===== src/rtl/idx_port_pkg.sv =====
package idx_port_pkg;
  typedef enum logic {
    PH_INDEX = 1'b0,
    PH_DATA  = 1'b1
  } phase_e;
endpackage


===== src/rtl/idx_port_ctrl.sv =====
module idx_port_ctrl
  import idx_port_pkg::*;
#(
  parameter int NUM_REGS = 16,
  parameter int DATA_W   = 8
) (
  input  logic              clk_i,
  input  logic              rst_ni,
  input  logic              sel_i,
  input  logic              we_i,
  input  logic [DATA_W-1:0] wdata_i,
  output phase_e            phase_o,
  output logic [DATA_W-1:0] index_o,
  output logic              in_range_o,
  output logic              bank_we_o,
  output logic              rd_fire_o
);
  phase_e            phase_q, phase_d;
  logic [DATA_W-1:0] index_q;
  logic              wr_acc, rd_acc;

  assign wr_acc     = sel_i & we_i;
  assign rd_acc     = sel_i & ~we_i;
  assign in_range_o = ({1'b0, index_q} < (DATA_W+1)'(NUM_REGS));
  assign bank_we_o  = wr_acc && (phase_q == PH_DATA) && in_range_o;
  assign rd_fire_o  = rd_acc;

  always_comb begin
    phase_d = phase_q;
    if (wr_acc)      phase_d = (phase_q == PH_INDEX) ? PH_DATA : PH_INDEX;
    else if (rd_acc) phase_d = PH_INDEX;
  end

  always_ff @(posedge clk_i or negedge rst_ni) begin
    if (!rst_ni) begin
      phase_q <= PH_INDEX;
      index_q <= '0;
    end else begin
      phase_q <= phase_d;
      if (wr_acc && (phase_q == PH_INDEX)) index_q <= wdata_i;
    end
  end

  assign phase_o = phase_q;
  assign index_o = index_q;
endmodule


===== src/rtl/idx_port_bank.sv =====
module idx_port_bank #(
  parameter int NUM_REGS = 16,
  parameter int DATA_W   = 8,
  localparam int IDX_W   = (NUM_REGS > 1) ? $clog2(NUM_REGS) : 1
) (
  input  logic                       clk_i,
  input  logic                       rst_ni,
  input  logic                       we_i,
  input  logic [IDX_W-1:0]           idx_i,
  input  logic [DATA_W-1:0]          wdata_i,
  output logic [NUM_REGS*DATA_W-1:0] regs_o
);
  for (genvar g = 0; g < NUM_REGS; g++) begin : g_reg
    logic [DATA_W-1:0] q;
    always_ff @(posedge clk_i or negedge rst_ni) begin
      if (!rst_ni)                         q <= '0;
      else if (we_i && idx_i == IDX_W'(g)) q <= wdata_i;
    end
    assign regs_o[g*DATA_W +: DATA_W] = q;
  end
endmodule


===== src/rtl/idx_port_rdmux.sv =====
module idx_port_rdmux
  import idx_port_pkg::*;
#(
  parameter int NUM_REGS = 16,
  parameter int DATA_W   = 8,
  localparam int IDX_W   = (NUM_REGS > 1) ? $clog2(NUM_REGS) : 1
) (
  input  logic                       clk_i,
  input  logic                       rst_ni,
  input  logic                       rd_fire_i,
  input  phase_e                     phase_i,
  input  logic                       in_range_i,
  input  logic [IDX_W-1:0]           idx_i,
  input  logic [NUM_REGS*DATA_W-1:0] regs_i,
  output logic [DATA_W-1:0]          rdata_o
);
  logic [DATA_W-1:0] pick, rd_d;

  always_comb begin
    pick = '0;
    for (int i = 0; i < NUM_REGS; i++)
      if (idx_i == IDX_W'(i)) pick = regs_i[i*DATA_W +: DATA_W];
  end

  // index-phase reads and out-of-range reads both return zero
  assign rd_d = (phase_i == PH_DATA && in_range_i) ? pick : '0;

  always_ff @(posedge clk_i or negedge rst_ni) begin
    if (!rst_ni)        rdata_o <= '0;
    else if (rd_fire_i) rdata_o <= rd_d;
  end
endmodule


===== src/rtl/idx_reg_port.sv =====
module idx_reg_port
  import idx_port_pkg::*;
#(
  parameter int NUM_REGS = 16,
  parameter int DATA_W   = 8
) (
  input  logic                       clk_i,
  input  logic                       rst_ni,
  input  logic                       sel_i,
  input  logic                       we_i,
  input  logic [DATA_W-1:0]          wdata_i,
  output logic [DATA_W-1:0]          rdata_o,
  output logic [NUM_REGS*DATA_W-1:0] regs_o
);
  localparam int IDX_W = (NUM_REGS > 1) ? $clog2(NUM_REGS) : 1;

  phase_e            phase;
  logic [DATA_W-1:0] index;
  logic              in_range, bank_we, rd_fire;
  logic [IDX_W-1:0]  idx_s;

  assign idx_s = index[IDX_W-1:0];

  idx_port_ctrl #(.NUM_REGS(NUM_REGS), .DATA_W(DATA_W)) i_ctrl (
    .clk_i      (clk_i),
    .rst_ni     (rst_ni),
    .sel_i      (sel_i),
    .we_i       (we_i),
    .wdata_i    (wdata_i),
    .phase_o    (phase),
    .index_o    (index),
    .in_range_o (in_range),
    .bank_we_o  (bank_we),
    .rd_fire_o  (rd_fire)
  );

  idx_port_bank #(.NUM_REGS(NUM_REGS), .DATA_W(DATA_W)) i_bank (
    .clk_i   (clk_i),
    .rst_ni  (rst_ni),
    .we_i    (bank_we),
    .idx_i   (idx_s),
    .wdata_i (wdata_i),
    .regs_o  (regs_o)
  );

  idx_port_rdmux #(.NUM_REGS(NUM_REGS), .DATA_W(DATA_W)) i_rdmux (
    .clk_i      (clk_i),
    .rst_ni     (rst_ni),
    .rd_fire_i  (rd_fire),
    .phase_i    (phase),
    .in_range_i (in_range),
    .idx_i      (idx_s),
    .regs_i     (regs_o),
    .rdata_o    (rdata_o)
  );
endmodule


===== config.mk =====
export PLATFORM = sky130hd
export DESIGN_NAME = idx_reg_port
export DESIGN_NICKNAME = d
export VERILOG_FILES = /design/src/rtl/idx_port_pkg.sv /design/src/rtl/idx_port_ctrl.sv /design/src/rtl/idx_port_bank.sv /design/src/rtl/idx_port_rdmux.sv /design/src/rtl/idx_reg_port.sv
export SDC_FILE = /design/constraint.sdc
export NUM_CORES = 1
export LEC_CHECK = 0
export BUFFER_PORTS_ARGS = -buffer_cell sky130_fd_sc_hd__buf_4
export CAP_MARGIN = 20
export CORE_UTILIZATION = 49
export CTS_CLUSTER_DIAMETER = 150
export DETAILED_ROUTE_END_ITERATION = 6
export GPL_TIMING_DRIVEN = 1
export HOLD_SLACK_MARGIN = 0.1
export PLACE_DENSITY = 0.76
export RECOVER_POWER = 100
export SYNTH_ARGS = -nofsm -noshare
export SYNTH_HDL_FRONTEND = slang
export SYNTH_SLANG_ARGS = --single-unit

===== constraint.sdc =====
create_clock -name clk_i -period 2.06 [get_ports clk_i]
set_input_delay 0.309 -clock clk_i [delete_from_list [all_inputs] [get_ports clk_i]]
set_output_delay 0.309 -clock clk_i [all_outputs]
set_load 0.05 [all_outputs]

==> flow_summary.json <==
{
  "status": "finished with violations",
  "violations": "setup timing",
  "io_buffers": 147,
  "chipWidth_um": 121,
  "r2r_cells": 6,
  "yosys_warnings": 0,
  "tightest_slew_ns": 1.35,
  "drt_first_iter_violations": 386,
  "setup_tns_ns": -0.0248,
  "grt_overflow": 0,
  "hold_slack_ns": 0.171,
  "worstPathMaxFanout": 8,
  "worstHoldStart": "sel_i",
  "path_cells": "nor4_4 -> buf_4 -> nand2_4 -> nor4b_4 -> buf_6 -> mux2_2",
  "drv_slew": 0,
  "setup_ws_ns": -0.00791,
  "grt_max_degree": 53,
  "r2r-end": "i_bank.g_reg[7].q[4]",
  "drive_gt1_share_pct": 36.5,
  "critPathCaptureType": "flip-flop",
  "antenna_found_initial": 0,
  "post_drt_via_cell_ratio": 5.87,
  "clk_latency_ns": 0.42,
  "drt-met1-wl_mm": 8.90,
  "critical_path.top_delay_family": "simple AND/OR/NAND/NOR gates",
  "antenna_cells": 0,
  "crit_buf_inv": 2,
  "finClkSkew_ns": 0.00644,
  "slowest_delay_ns": 0.41,
  "synth.distinct_cells": 54,
  "relSlewSlack_pct": 10.3,
  "layoutNonFillerInstCount": 948,
  "start_util_pct": 50.0,
  "hold_viol": 0,
  "cts_tree": "built",
  "synth.avg_cell_area_um2": 12.6,
  "nets": 767,
  "netlist_area_um2": 6910,
  "synth_edf_count": 0,
  "post-place-cells": 909,
  "gp_congestion": 0.938,
  "wl_met3_mm": 1.54,
  "vias": 5568,
  "clkSinkCount": 145,
  "final_cell_mix": "143 x clkbuf_1, 143 x dfrtp_1, 135 x mux2_2",
  "fin_crit_sh_pct": 100,
  "die_h_um": 121,
  "ys_seq_area_share_pct": 52.5,
  "async_flop_share_pct": 100,
  "numCtsBuffers": 17,
  "vdd_drop_max_mv": 0.514,
  "synth_top_flop_cell": "dfrtp_1",
  "setup_viol": 4,
  "drt-total-wl_mm": 21.2,
  "synth_nets": 562,
  "timing.rr.start": "i_ctrl.index_o[4]",
  "first_pass_iters": 5,
  "top_layer": "met4",
  "globalRouteTotalUtil_pct": 30.2,
  "hold_depth": 2,
  "dp_hpwl_mm": 15.3,
  "drc_errors": 0,
  "pre_cts_ws_ns": -0.0106,
  "core_um2": 13800,
  "critPathLaunchType": "flip-flop",
  "critPathSlowestCell": "nor4_4",
  "fp-row-count": 43,
  "wire_per_inst_um": 22.4,
  "rsz0062_at_grt": "yes",
  "power.total_mw": 7.97,
  "min_to": "i_ctrl.phase_o",
  "cts.clk_slew.worst_paths_ns": 0.06,
  "hp-class": "input port to flip-flop",
  "grt_pass1_wl_mm": 32.4,
  "dieArea_um2": 14600,
  "cap_violations": 0,
  "htreeDepth": 4,
  "io_pins": 148,
  "met2_length_mm": 10.1,
  "netlist_instances": 550,
  "fin_crit_ns": 2.07,
  "arrival_ns": 2.37,
  "powerDensity_nw_per_um2": 903,
  "cts_buffer_depth": 2,
  "worstPathRequired_ns": 2.36,
  "grt_pass1_vias": 5705,
  "ff2ff_setup_slack_ns": -0.008,
  "synth_seq_cells": 145,
  "areaGrowthSynthToFinish_pct": 27.7,
  "fmax_mhz": 484,
  "antenna_left": 0,
  "criticalPathCategory": "flip-flop to flip-flop",
  "leakagePower_nw": 4.09,
  "cts_root_buf": "clkbuf_16"
}
==> worst reg2reg max path: cells and delay by family, from the launching register on <==
family / cells / cell delay, ns
buffers and inverters: 2 / 0.41
DFF: 1 / 0.40
muxes: 1 / 0.35
and+or+nand+nor: 3 / 0.78
==> metrics by stage <==
stage	instance area, um2	utilization, %
floorplan	6910	-
global placement	8650	62.6
detailed placement	8650	62.6
CTS	9210	66.6
global route	8820	63.8
finish	8820	63.8
==> state kept, by name, summed over array words and instances (netlist names) <==
signal,cells
i_ctrl.index_o,8
i_bank.g.q,128
i_rdmux.rdata_o,8
i_ctrl.phase_o,1
==> cells in the mapped netlist (3+ instances only) <==
cell type  instances  share of area (%)
mux2_2           139                 23
o22ai_1            5               0.45
a21oi_1           24                1.7
inv_1              7               0.38
nor2_2            12                1.1
nand2_1           23                1.2
a211oi_1           3               0.33
a32oi_1            5               0.63
nor2b_1            5               0.45
nand3_1           10               0.72
a2111oi_0          4               0.51
nand2b_1           4               0.36
mux2i_1           20                2.9
nor3_1             5               0.36
buf_1              8               0.43
o21ai_0           39                2.8
buf_2             13               0.94
mux4_2             7                2.3
dfrtp_1          145                 53
clkbuf_1          10               0.54
nor2_1            24                1.3
==> worst max-delay path by stage <==
stage,startpoint,endpoint,slack (ns),depth (start not counted)
2_1_floorplan,i_ctrl.index_o[0],i_bank.g_reg[14].q[7],0.12,7
3_3_place_gp,i_ctrl.index_o[0],i_rdmux.rdata_o[3],0.04,6
3_5_place_dp,i_ctrl.index_o[0],i_rdmux.rdata_o[3],-0.01,6
4_1_cts,i_ctrl.index_o[0],i_bank.g_reg[5].q[0],0.01,6
5_1_grt,i_ctrl.index_o[4],i_bank.g_reg[7].q[5],-0.08,6
6_report,i_ctrl.index_o[4],i_bank.g_reg[7].q[4],-0.008,6
==> what timing repair did <==
item,in CTS,in global routing
endpoints found under the hold margin,48,0
pin swaps,0,6
resized for setup,2,17
hold buffers,1,0
buffers inserted,0,6
endpoints found under the setup margin,2,71
==> routing by layer <==
layer,vias to the layer above,track usage [%]
li1,2429,-
met1,2801,40.2
met2,292,48.4
met3,46,5.66
met4,0,13.0
met5,-,0
==> report_power, final <==
group | total [mW] | switching (mW) | internal, mW | leakage, nW
Combinational | 1.93 | 1.26 | 0.675 | 1.87
Clock | 2.85 | 1.10 | 1.75 | 0.265
Sequential | 3.19 | 0.179 | 3.01 | 1.96
==> cell families after synthesis <==
group,Yosys count,synth area share [%]
AOI/OAI and AO/OA,97,8.51
buffers and inverters,40,2.57
DFF,145,52.5
muxes,167,28.0
and+or+nand+nor,101,8.37
==> cell type report <==
type	instances	area, um2
inverter	7	30.0
clock inverter	5	52.6
clock buffer	27	493
multi-input combinational	365	3140
fill	1155	5010
tap	180	225
sequential	145	3630
timing repair buffer	219	1250
(Power assumes the default switching activity.)
